--- config.mk ---
export PLATFORM = sky130hd
export DESIGN_NAME = mw_eeprom_slave
export DESIGN_NICKNAME = d
export VERILOG_FILES = /design/src/rtl/mw_pkg.sv /design/src/rtl/mw_sync.sv /design/src/rtl/mw_prog_timer.sv /design/src/rtl/mw_mem_array.sv /design/src/rtl/mw_eeprom_slave.sv
export SDC_FILE = /design/constraint.sdc
export NUM_CORES = 2
export LEC_CHECK = 0
export BUFFER_PORTS_ARGS = -buffer_cell sky130_fd_sc_hd__buf_2
export CAP_MARGIN = 40
export CORE_MARGIN = 2
export CORE_UTILIZATION = 40
export DETAILED_ROUTE_END_ITERATION = 16
export SLEW_MARGIN = 15
export SYNTH_ARGS = -nofsm -noshare
export SYNTH_HDL_FRONTEND = slang
export SYNTH_SLANG_ARGS = --single-unit
--- constraint.sdc ---
create_clock -name clk -period 3.3 [get_ports clk]
set_input_delay 0 -clock clk [delete_from_list [all_inputs] [get_ports clk]]
set_output_delay 0 -clock clk [all_outputs]
set_load 0.01 [all_outputs]
--- src/rtl/mw_pkg.sv ---
package mw_pkg;
    localparam int ADDR_W  = 8;
    localparam int DATA_W  = 8;
    localparam int DEPTH   = 1 << ADDR_W;
    localparam int FIELD_W = ADDR_W + 1;
    localparam int HDR_W   = 2 + FIELD_W;
    localparam int CNT_W   = $clog2(HDR_W);
    localparam int IDX_W   = $clog2(DATA_W);

    typedef enum logic [1:0] {
        OP_EXT   = 2'b00,
        OP_WRITE = 2'b01,
        OP_READ  = 2'b10,
        OP_ERASE = 2'b11
    } op_e;

    typedef enum logic [1:0] {
        EX_LOCK   = 2'b00,
        EX_FILL   = 2'b01,
        EX_CLEAR  = 2'b10,
        EX_UNLOCK = 2'b11
    } ext_e;

    typedef enum logic [2:0] {
        PG_NONE, PG_WORD, PG_ERASE, PG_CLEAR_ALL, PG_FILL_ALL
    } prog_e;

    typedef enum logic [1:0] {
        ST_IDLE, ST_HDR, ST_DATA, ST_READ
    } state_e;

    typedef struct packed {
        prog_e               kind;
        logic [ADDR_W-1:0]   addr;
        logic [DATA_W-1:0]   data;
    } prog_req_t;

    function automatic op_e hdr_op(input logic [HDR_W-1:0] h);
        return op_e'(h[HDR_W-1 -: 2]);
    endfunction

    function automatic ext_e hdr_ext(input logic [HDR_W-1:0] h);
        return ext_e'(h[FIELD_W-1 -: 2]);
    endfunction

    function automatic logic [ADDR_W-1:0] hdr_addr(input logic [HDR_W-1:0] h);
        return h[ADDR_W-1:0];
    endfunction
endpackage

--- src/rtl/mw_sync.sv ---
module mw_sync #(
    parameter int STAGES = 2
) (
    input  logic clk,
    input  logic rst,
    input  logic cs_i,
    input  logic sclk_i,
    input  logic sdi_i,
    output logic cs_o,
    output logic sdi_o,
    output logic rise_o,
    output logic cs_rise_o
);
    logic [STAGES-1:0] cs_p, ck_p, di_p;
    logic ck_d, cs_d;

    always_ff @(posedge clk) begin
        if (rst) begin
            cs_p <= '0;
            ck_p <= '0;
            di_p <= '0;
            ck_d <= 1'b0;
            cs_d <= 1'b0;
        end else begin
            cs_p <= {cs_p[STAGES-2:0], cs_i};
            ck_p <= {ck_p[STAGES-2:0], sclk_i};
            di_p <= {di_p[STAGES-2:0], sdi_i};
            ck_d <= ck_p[STAGES-1];
            cs_d <= cs_p[STAGES-1];
        end
    end

    assign cs_o      = cs_p[STAGES-1];
    assign sdi_o     = di_p[STAGES-1];
    assign rise_o    = ck_p[STAGES-1] & ~ck_d;
    assign cs_rise_o = cs_p[STAGES-1] & ~cs_d;
endmodule

--- src/rtl/mw_prog_timer.sv ---
module mw_prog_timer
    import mw_pkg::*;
#(
    parameter int T_WORD = 40,
    parameter int T_ERAL = 60,
    parameter int T_WRAL = 80
) (
    input  logic  clk,
    input  logic  rst,
    input  logic  go_i,
    input  prog_e kind_i,
    output logic  busy_o,
    output logic  done_o
);
    localparam int T_MAX = (T_WORD > T_ERAL) ? ((T_WORD > T_WRAL) ? T_WORD : T_WRAL)
                                             : ((T_ERAL > T_WRAL) ? T_ERAL : T_WRAL);
    localparam int CW = $clog2(T_MAX + 1);

    logic [CW-1:0] cnt;
    logic [CW-1:0] len_m1;

    always_comb begin
        unique case (kind_i)
            PG_CLEAR_ALL: len_m1 = CW'(T_ERAL - 1);
            PG_FILL_ALL:  len_m1 = CW'(T_WRAL - 1);
            default:      len_m1 = CW'(T_WORD - 1);
        endcase
    end

    always_ff @(posedge clk) begin
        if (rst) begin
            cnt    <= '0;
            busy_o <= 1'b0;
            done_o <= 1'b0;
        end else begin
            done_o <= 1'b0;
            if (go_i && !busy_o) begin
                busy_o <= 1'b1;
                cnt    <= len_m1;
            end else if (busy_o) begin
                if (cnt == '0) begin
                    busy_o <= 1'b0;
                    done_o <= 1'b1;
                end else begin
                    cnt <= cnt - 1'b1;
                end
            end
        end
    end

    AST_GO_ONLY_WHEN_IDLE: assert property (@(posedge clk) disable iff (rst)
        go_i |-> !busy_o);
    AST_BUSY_RUNS_OUT: assert property (@(posedge clk) disable iff (rst)
        (busy_o && cnt != '0) |=> busy_o);
endmodule

--- src/rtl/mw_mem_array.sv ---
module mw_mem_array
    import mw_pkg::*;
(
    input  logic              clk,
    input  logic              rst,
    input  logic              go_i,
    input  prog_req_t         req_i,
    input  logic              commit_i,
    input  logic [ADDR_W-1:0] rd_addr_i,
    output logic [DATA_W-1:0] rd_data_o
);
    logic [DATA_W-1:0] cells [DEPTH];
    prog_req_t         pend;
    logic              pend_v;

    always_ff @(posedge clk) begin
        if (rst) begin
            pend_v <= 1'b0;
            pend   <= '0;
            for (int i = 0; i < DEPTH; i++) cells[i] <= '1;
        end else begin
            if (go_i) begin
                pend   <= req_i;
                pend_v <= 1'b1;
            end
            if (commit_i) begin
                pend_v <= 1'b0;
                unique case (pend.kind)
                    PG_WORD:      cells[pend.addr] <= pend.data;
                    PG_ERASE:     cells[pend.addr] <= '1;
                    PG_CLEAR_ALL: for (int i = 0; i < DEPTH; i++) cells[i] <= '1;
                    PG_FILL_ALL:  for (int i = 0; i < DEPTH; i++) cells[i] <= pend.data;
                    default:      ;
                endcase
            end
        end
    end

    assign rd_data_o = cells[rd_addr_i];

    AST_COMMIT_HAS_REQ: assert property (@(posedge clk) disable iff (rst)
        commit_i |-> pend_v);
endmodule

--- src/rtl/mw_eeprom_slave.sv ---
module mw_eeprom_slave
    import mw_pkg::*;
#(
    parameter int T_WORD      = 40,
    parameter int T_ERAL      = 60,
    parameter int T_WRAL      = 80,
    parameter int SYNC_STAGES = 2
) (
    input  logic clk,
    input  logic rst,
    input  logic sel_i,
    input  logic sclk_i,
    input  logic sdi_i,
    output logic sdo_o,
    output logic sdo_oe_o
);
    logic cs_s, di_s, ck_rise, cs_rise;
    logic busy, done, go;
    prog_req_t req;

    state_e            st;
    logic [CNT_W-1:0]  cnt;
    logic [HDR_W-1:0]  hdr;
    logic [DATA_W-1:0] dsr;
    logic              wen, rd_on, stat_on, sdo_q;
    logic [ADDR_W-1:0] rd_addr;
    logic [IDX_W-1:0]  rd_idx;
    logic [DATA_W-1:0] rd_data;

    logic [HDR_W-1:0]  hdr_nx;
    logic [DATA_W-1:0] dsr_nx;
    assign hdr_nx = {hdr[HDR_W-2:0], di_s};
    assign dsr_nx = {dsr[DATA_W-2:0], di_s};

    mw_sync #(.STAGES(SYNC_STAGES)) u_sync (
        .clk(clk), .rst(rst), .cs_i(sel_i), .sclk_i(sclk_i), .sdi_i(sdi_i),
        .cs_o(cs_s), .sdi_o(di_s), .rise_o(ck_rise), .cs_rise_o(cs_rise)
    );

    mw_prog_timer #(.T_WORD(T_WORD), .T_ERAL(T_ERAL), .T_WRAL(T_WRAL)) u_timer (
        .clk(clk), .rst(rst), .go_i(go), .kind_i(req.kind),
        .busy_o(busy), .done_o(done)
    );

    mw_mem_array u_mem (
        .clk(clk), .rst(rst), .go_i(go), .req_i(req), .commit_i(done),
        .rd_addr_i(rd_addr), .rd_data_o(rd_data)
    );

    always_ff @(posedge clk) begin
        if (rst) begin
            st      <= ST_IDLE;
            cnt     <= '0;
            hdr     <= '0;
            dsr     <= '0;
            wen     <= 1'b0;
            rd_on   <= 1'b0;
            stat_on <= 1'b0;
            sdo_q   <= 1'b0;
            rd_addr <= '0;
            rd_idx  <= '0;
            go      <= 1'b0;
            req     <= '0;
        end else begin
            go <= 1'b0;
            if (!cs_s) begin
                st      <= ST_IDLE;
                cnt     <= '0;
                rd_on   <= 1'b0;
                stat_on <= 1'b0;
            end else begin
                if (cs_rise && busy) stat_on <= 1'b1;
                if (ck_rise) begin
                    unique case (st)
                        ST_IDLE: if (di_s && !busy) begin
                            st      <= ST_HDR;
                            cnt     <= '0;
                            stat_on <= 1'b0;
                        end
                        ST_HDR: begin
                            hdr <= hdr_nx;
                            cnt <= cnt + 1'b1;
                            if (cnt == CNT_W'(HDR_W - 1)) begin
                                cnt <= '0;
                                st  <= ST_IDLE;
                                unique case (hdr_op(hdr_nx))
                                    OP_READ: begin
                                        st      <= ST_READ;
                                        rd_on   <= 1'b1;
                                        sdo_q   <= 1'b0;
                                        rd_addr <= hdr_addr(hdr_nx);
                                        rd_idx  <= '0;
                                    end
                                    OP_WRITE: st <= ST_DATA;
                                    OP_ERASE: if (wen) begin
                                        go       <= 1'b1;
                                        req.kind <= PG_ERASE;
                                        req.addr <= hdr_addr(hdr_nx);
                                        req.data <= '1;
                                    end
                                    default: begin
                                        unique case (hdr_ext(hdr_nx))
                                            EX_LOCK:   wen <= 1'b0;
                                            EX_UNLOCK: wen <= 1'b1;
                                            EX_FILL:   st  <= ST_DATA;
                                            default: if (wen) begin
                                                go       <= 1'b1;
                                                req.kind <= PG_CLEAR_ALL;
                                                req.addr <= '0;
                                                req.data <= '1;
                                            end
                                        endcase
                                    end
                                endcase
                            end
                        end
                        ST_DATA: begin
                            dsr <= dsr_nx;
                            cnt <= cnt + 1'b1;
                            if (cnt == CNT_W'(DATA_W - 1)) begin
                                cnt <= '0;
                                st  <= ST_IDLE;
                                if (wen) begin
                                    go       <= 1'b1;
                                    req.kind <= (hdr_op(hdr) == OP_WRITE) ? PG_WORD : PG_FILL_ALL;
                                    req.addr <= hdr_addr(hdr);
                                    req.data <= dsr_nx;
                                end
                            end
                        end
                        default: begin
                            sdo_q  <= rd_data[IDX_W'(DATA_W - 1) - rd_idx];
                            rd_idx <= rd_idx + IDX_W'(1);
                            if (rd_idx == IDX_W'(DATA_W - 1)) begin
                                rd_idx  <= '0;
                                rd_addr <= rd_addr + 1'b1;
                            end
                        end
                    endcase
                end
            end
        end
    end

    assign sdo_o    = stat_on ? ~busy : sdo_q;
    assign sdo_oe_o = rd_on | stat_on;

    AST_NO_PROG_WHEN_LOCKED: assert property (@(posedge clk) disable iff (rst)
        go |-> wen);
    AST_QUIET_AFTER_DESELECT: assert property (@(posedge clk) disable iff (rst)
        !cs_s |=> !sdo_oe_o);
    AST_BUSY_EDGES_IGNORED: assert property (@(posedge clk) disable iff (rst)
        (busy && ck_rise && st == ST_IDLE) |=> st == ST_IDLE);
endmodule

==> PnR_summary.wiki <==
{| class="wikitable"
! Metric !! Value
|-
| Number of buffers created by CTS || 219
|-
| Cell area after technology mapping || 97700 um^2
|-
| Required time at the endpoint of the critical path || 4.09 ns
|-
| Clock net sink count || 2151
|-
| Result of the run || finished with violations
|-
| Total setup violations reported at the end of the flow || 1
|-
| RSZ-0062 raised after global routing || true
|-
| Most common cell after layout, fill and taps aside || sky130_fd_sc_hd__a21oi_1
|-
| Number of flops mapped to enable cells by yosys || 2048
|-
| Core occupancy in the finished layout || 0.476
|-
| Transition time at the pin with the least slew margin || 1.28 ns
|-
| Final cycle utilization of the critical path || 1.04
|-
| Leakage dissipation || 29.4 nW
|-
| Post-detailed-route count of antenna-violating nets || 0
|-
| Worst min-delay path endpoint || u_sync.ck_d$_SDFF_PP0_
|-
| Overall Global Routing Usage || 0.255
|-
| Number of buffers added on ports || 6
|-
| Number of cells after detailed placement || 10500
|-
| Total grt overflow || 0
|-
| Startpoint types || flip-flop
|-
| Register-to-register setup slack || -0.13 ns
|-
| Biggest area consumer among synthesized cells || sky130_fd_sc_hd__edfxtp_1
|-
| Area growth from synthesis to layout || 18.4%
|-
| Cell class contributing the biggest share of worst-path delay || compound AO/OA/AOI/OAI gates
|-
| Worst-path cell chain || buf_12, buf_12, mux4_2, a22o_1, o21ai_1, buf_4, nand3_2, o211ai_1, buf_4, nor4_2, a2111oi_2, buf_4, a31oi_1, o31a_1
|-
| Distinct cell type count of the synthesized netlist || 73
|-
| Critical path endpoint category || flip-flop
|-
| Placement-stage cell area || 107000 um^2
|-
| Antenna violations before repair || 6
|-
| Most used DFF post-synth || sky130_fd_sc_hd__edfxtp_1
|-
| Portion of the post-synthesis area used by sequential elements || 0.651
|-
| Setup TNS || -0.128 ns
|-
| Clock buffer depth || 3
|-
| Total number of yosys warnings || 0
|-
| CTS root buf || sky130_fd_sc_hd__clkbuf_16
|-
| Y dimension of the die || 498 um
|-
| Top cell by count, worst path || sky130_fd_sc_hd__buf_4
|-
| Main area contributors after synthesis || sky130_fd_sc_hd__edfxtp_1 63%, sky130_fd_sc_hd__a21oi_1 11%, sky130_fd_sc_hd__mux4_2 9.5%
|-
| Origin of the worst min-delay path || rst
|-
| Number of H-tree levels || 4
|-
| Die boundary width || 498 um
|-
| Final worst path period need || 3.43 ns
|-
| Internal power || 0.0441 W
|-
| Final weighted congestion of routability-driven global placement || 0.914
|-
| Slowest-stage cell, CP || sky130_fd_sc_hd__mux4_2
|-
| Syn Area/Cell || 13.5 um^2
|-
| First-pass GRT wire length || 472000 um
|-
| Data arrival time at the worst-slack endpoint || 4.21 ns
|-
| Slew Limit Fails || 0
|-
| Worst Hold Depth || 4
|-
| Final worst-path setup slack || -0.128 ns
|-
| Post-synth net total || 7229
|-
| Worst-skew pair later-pin latency || 0.90 ns
|-
| Synthesized instance count || 7208
|-
| Type of the worst setup path || reg -> reg
|-
| Number of vias per cell || 6.37
|-
| Via count of the first global-routing pass || 67900
|-
| Core Region || 243000 um^2
|-
| # rows || 181
|-
| Final cell count without fillers || 11000
|-
| Final cell area excluding filler cells || 116000 um^2
|-
| Total of max-cap violations || 0
|-
| Max-slew headroom at the worst pin || 0.143
|-
| Psw || 0.0118 W
|-
| Comb power frac || 0.019
|-
| Top library cells by usage in the layout, fill and taps aside || 2182 x sky130_fd_sc_hd__a21oi_1, 2048 x sky130_fd_sc_hd__edfxtp_1, 814 x sky130_fd_sc_hd__buf_4
|-
| Critical Path Max Stage Delay || 0.51 ns
|-
| Maximum fanout along the worst path || 14
|-
| Worst flop-to-flop path endpoint || sdo_q$_SDFFE_PP0P_
|-
| Post-CTS clock slew at the launch and capture registers of the worst setup and hold paths || 0.06 ns
|-
| Residual DRC || 0
|-
| Async set or reset register ratio after synthesis || 0
|-
| Starting density of the core || 0.402
|-
| Max Clock Freq || 292 MHz
|-
| Count of pins on the block boundary || 7
|-
| HP Class || in -> reg
|-
| Area enclosed by the die boundary || 248000 um^2
|-
| Share of total power in sequential cells || 0.533
|-
| Total via count in the routed design || 70100
|-
| Endpoints failing hold || 0
|-
| Number of cell instances on the worst register-to-register path || 14
|-
| Total power per unit cell area || 483 nW/um^2
|-
| Switching power as a share of total power || 0.211
|-
| Share of final-layout standard cells stronger than drive strength 1 || 0.240
|-
| CTS tree || done
|-
| Total Wirelength || 324000 um
|-
| Number of synthesized register bits || 2151
|-
| Starting DRC count in detailed routing || 10000
|-
| Count of buffer and inverter cells on the critical path || 5
|-
| Violated checks || negative setup slack
|-
| Routed length per instance || 29.5 um
|-
| Pin count of the biggest net entering global routing || 149
|-
| Clock tree skew after final layout || 0.0589 ns
|-
| First-pass DRT Iterations || 6
|-
| Clk pwr share || 0.448
|-
| HPWL after detailed placement || 201000 um
|-
| Top-area cell type share of the netlist area || 0.630
|-
| Maximum ir drop on the vdd rail || 0.000535 V
|-
| Post-layout net count || 7649
|}
[power groups by stage]
stage,combinational (W),clock [W],sequential (W)
4_1_cts,0.00103,0.0252,0.0298
5_1_grt,0.00111,0.0262,0.0297
3_5_place_dp,0.00102,0,0.0303
2_1_floorplan,0.000454,0,0.0304
6_report,0.00104,0.0250,0.0298
3_3_place_gp,0.000988,0,0.0303
[per-stage QoR]
stage	hold WS [ns]	setup slack (ns)	total power, W
4_1_cts	0.0829	-0.0679	0.0560
3_5_place_dp	0.227	-0.867	0.0314
5_1_grt	0.136	-0.246	0.0570
2_1_floorplan	0.128	0.505	0.0308
3_3_place_gp	0.229	-1.06	0.0313
6_report	0.121	-0.128	0.0558
[metal layers]
layer	wire length, um	track usage	share of wire	up-vias
met3	35600	0.0440	0.11	683
li1	-	-	-	29100
met2	151000	0.400	0.47	4577
met4	13700	0.0997	0.042	0
met5	0	0	0	-
met1	124000	0.354	0.38	35800
[timing repair]
item / 4_1_cts / 5_1_grt
gates resized for setup: 114 / 55
endpoints found under the hold margin: 9 / 0
hold buffers: 10 / 0
setup endpoints to repair: 1 / 35
cloned: 8 / 1
buffers inserted: 37 / 13
pin swaps: 35 / 10
[worst reg2reg max path: cells and delay by family, from the launching register on]
family | cells | cell delay (ns)
DFF | 1 | 0.39
buffers and inverters | 5 | 0.93
and+or+nand+nor | 2 | 0.22
AOI/OAI and AO/OA | 6 | 1.28
muxes | 1 | 0.51
[cell type report]
class,instances,area [um^2]
Multi-Input combinational cell,4237,31300
Inverter,20,77.6
Clock buffer,272,5730
Tap cell,3202,4010
Clock inverter,120,1410
Sequential cell,2151,63600
Fill cell,21100,127000
Antenna cell,3,7.51
Timing Repair Buffer,999,9530
[state kept, by name, summed over array words and instances (netlist names), 2 cells and up, named ones only]
name         cells
u_mem.cells   2048
req             19
u_mem.pend      19
hdr             11
rd_addr          8
dsr              7
u_timer.cnt      7
cnt              4
rd_idx           3
st               2
u_sync.ck_p      2
u_sync.cs_p      2
u_sync.di_p      2
[synthesized netlist by cell type (all sizes together), types with 17 or more instances]
master	count
dfxtp	103
clkbuf	669
mux2i	274
nor3	52
mux4	412
a211oi	17
and3	21
nor2b	21
o21ai	315
o221ai	87
nand3	37
buf	131
nor2	381
edfxtp	2048
inv	19
nand2b	20
a22oi	67
nand2	110
o22ai	55
a21oi	2189
[cells by family (layout without fill, tap and decap cells)]
kind of cell / Yosys count / in the layout / synth area share
AO/OA/AOI/OAI: 2820 / 2820 / 0.154
adder cells (fa/ha/maj): 16 / 16 / 0.00205
other: 0 / 3 / 0
buffers and inverters: 820 / 1411 / 0.0372
XOR/XNOR: 3 / 3 / 0.000269
flip-flops: 2151 / 2151 / 0.651
multiplexers: 688 / 688 / 0.123
AND/OR/NAND/NOR: 710 / 710 / 0.0323
[how the worst max path moves through the flow]
stage	end	slack (ns)	cells past startpoint
floorplan	sdo_q$_SDFFE_PP0P_	0.50	12
global placement	sdo_q$_SDFFE_PP0P_	-1.06	12
detailed placement	sdo_q$_SDFFE_PP0P_	-0.87	12
CTS	sdo_q$_SDFFE_PP0P_	-0.07	15
global route	sdo_q$_SDFFE_PP0P_	-0.25	16
finish	sdo_q$_SDFFE_PP0P_	-0.13	14
No activity file was read; power rests on OpenSTA's default activity.
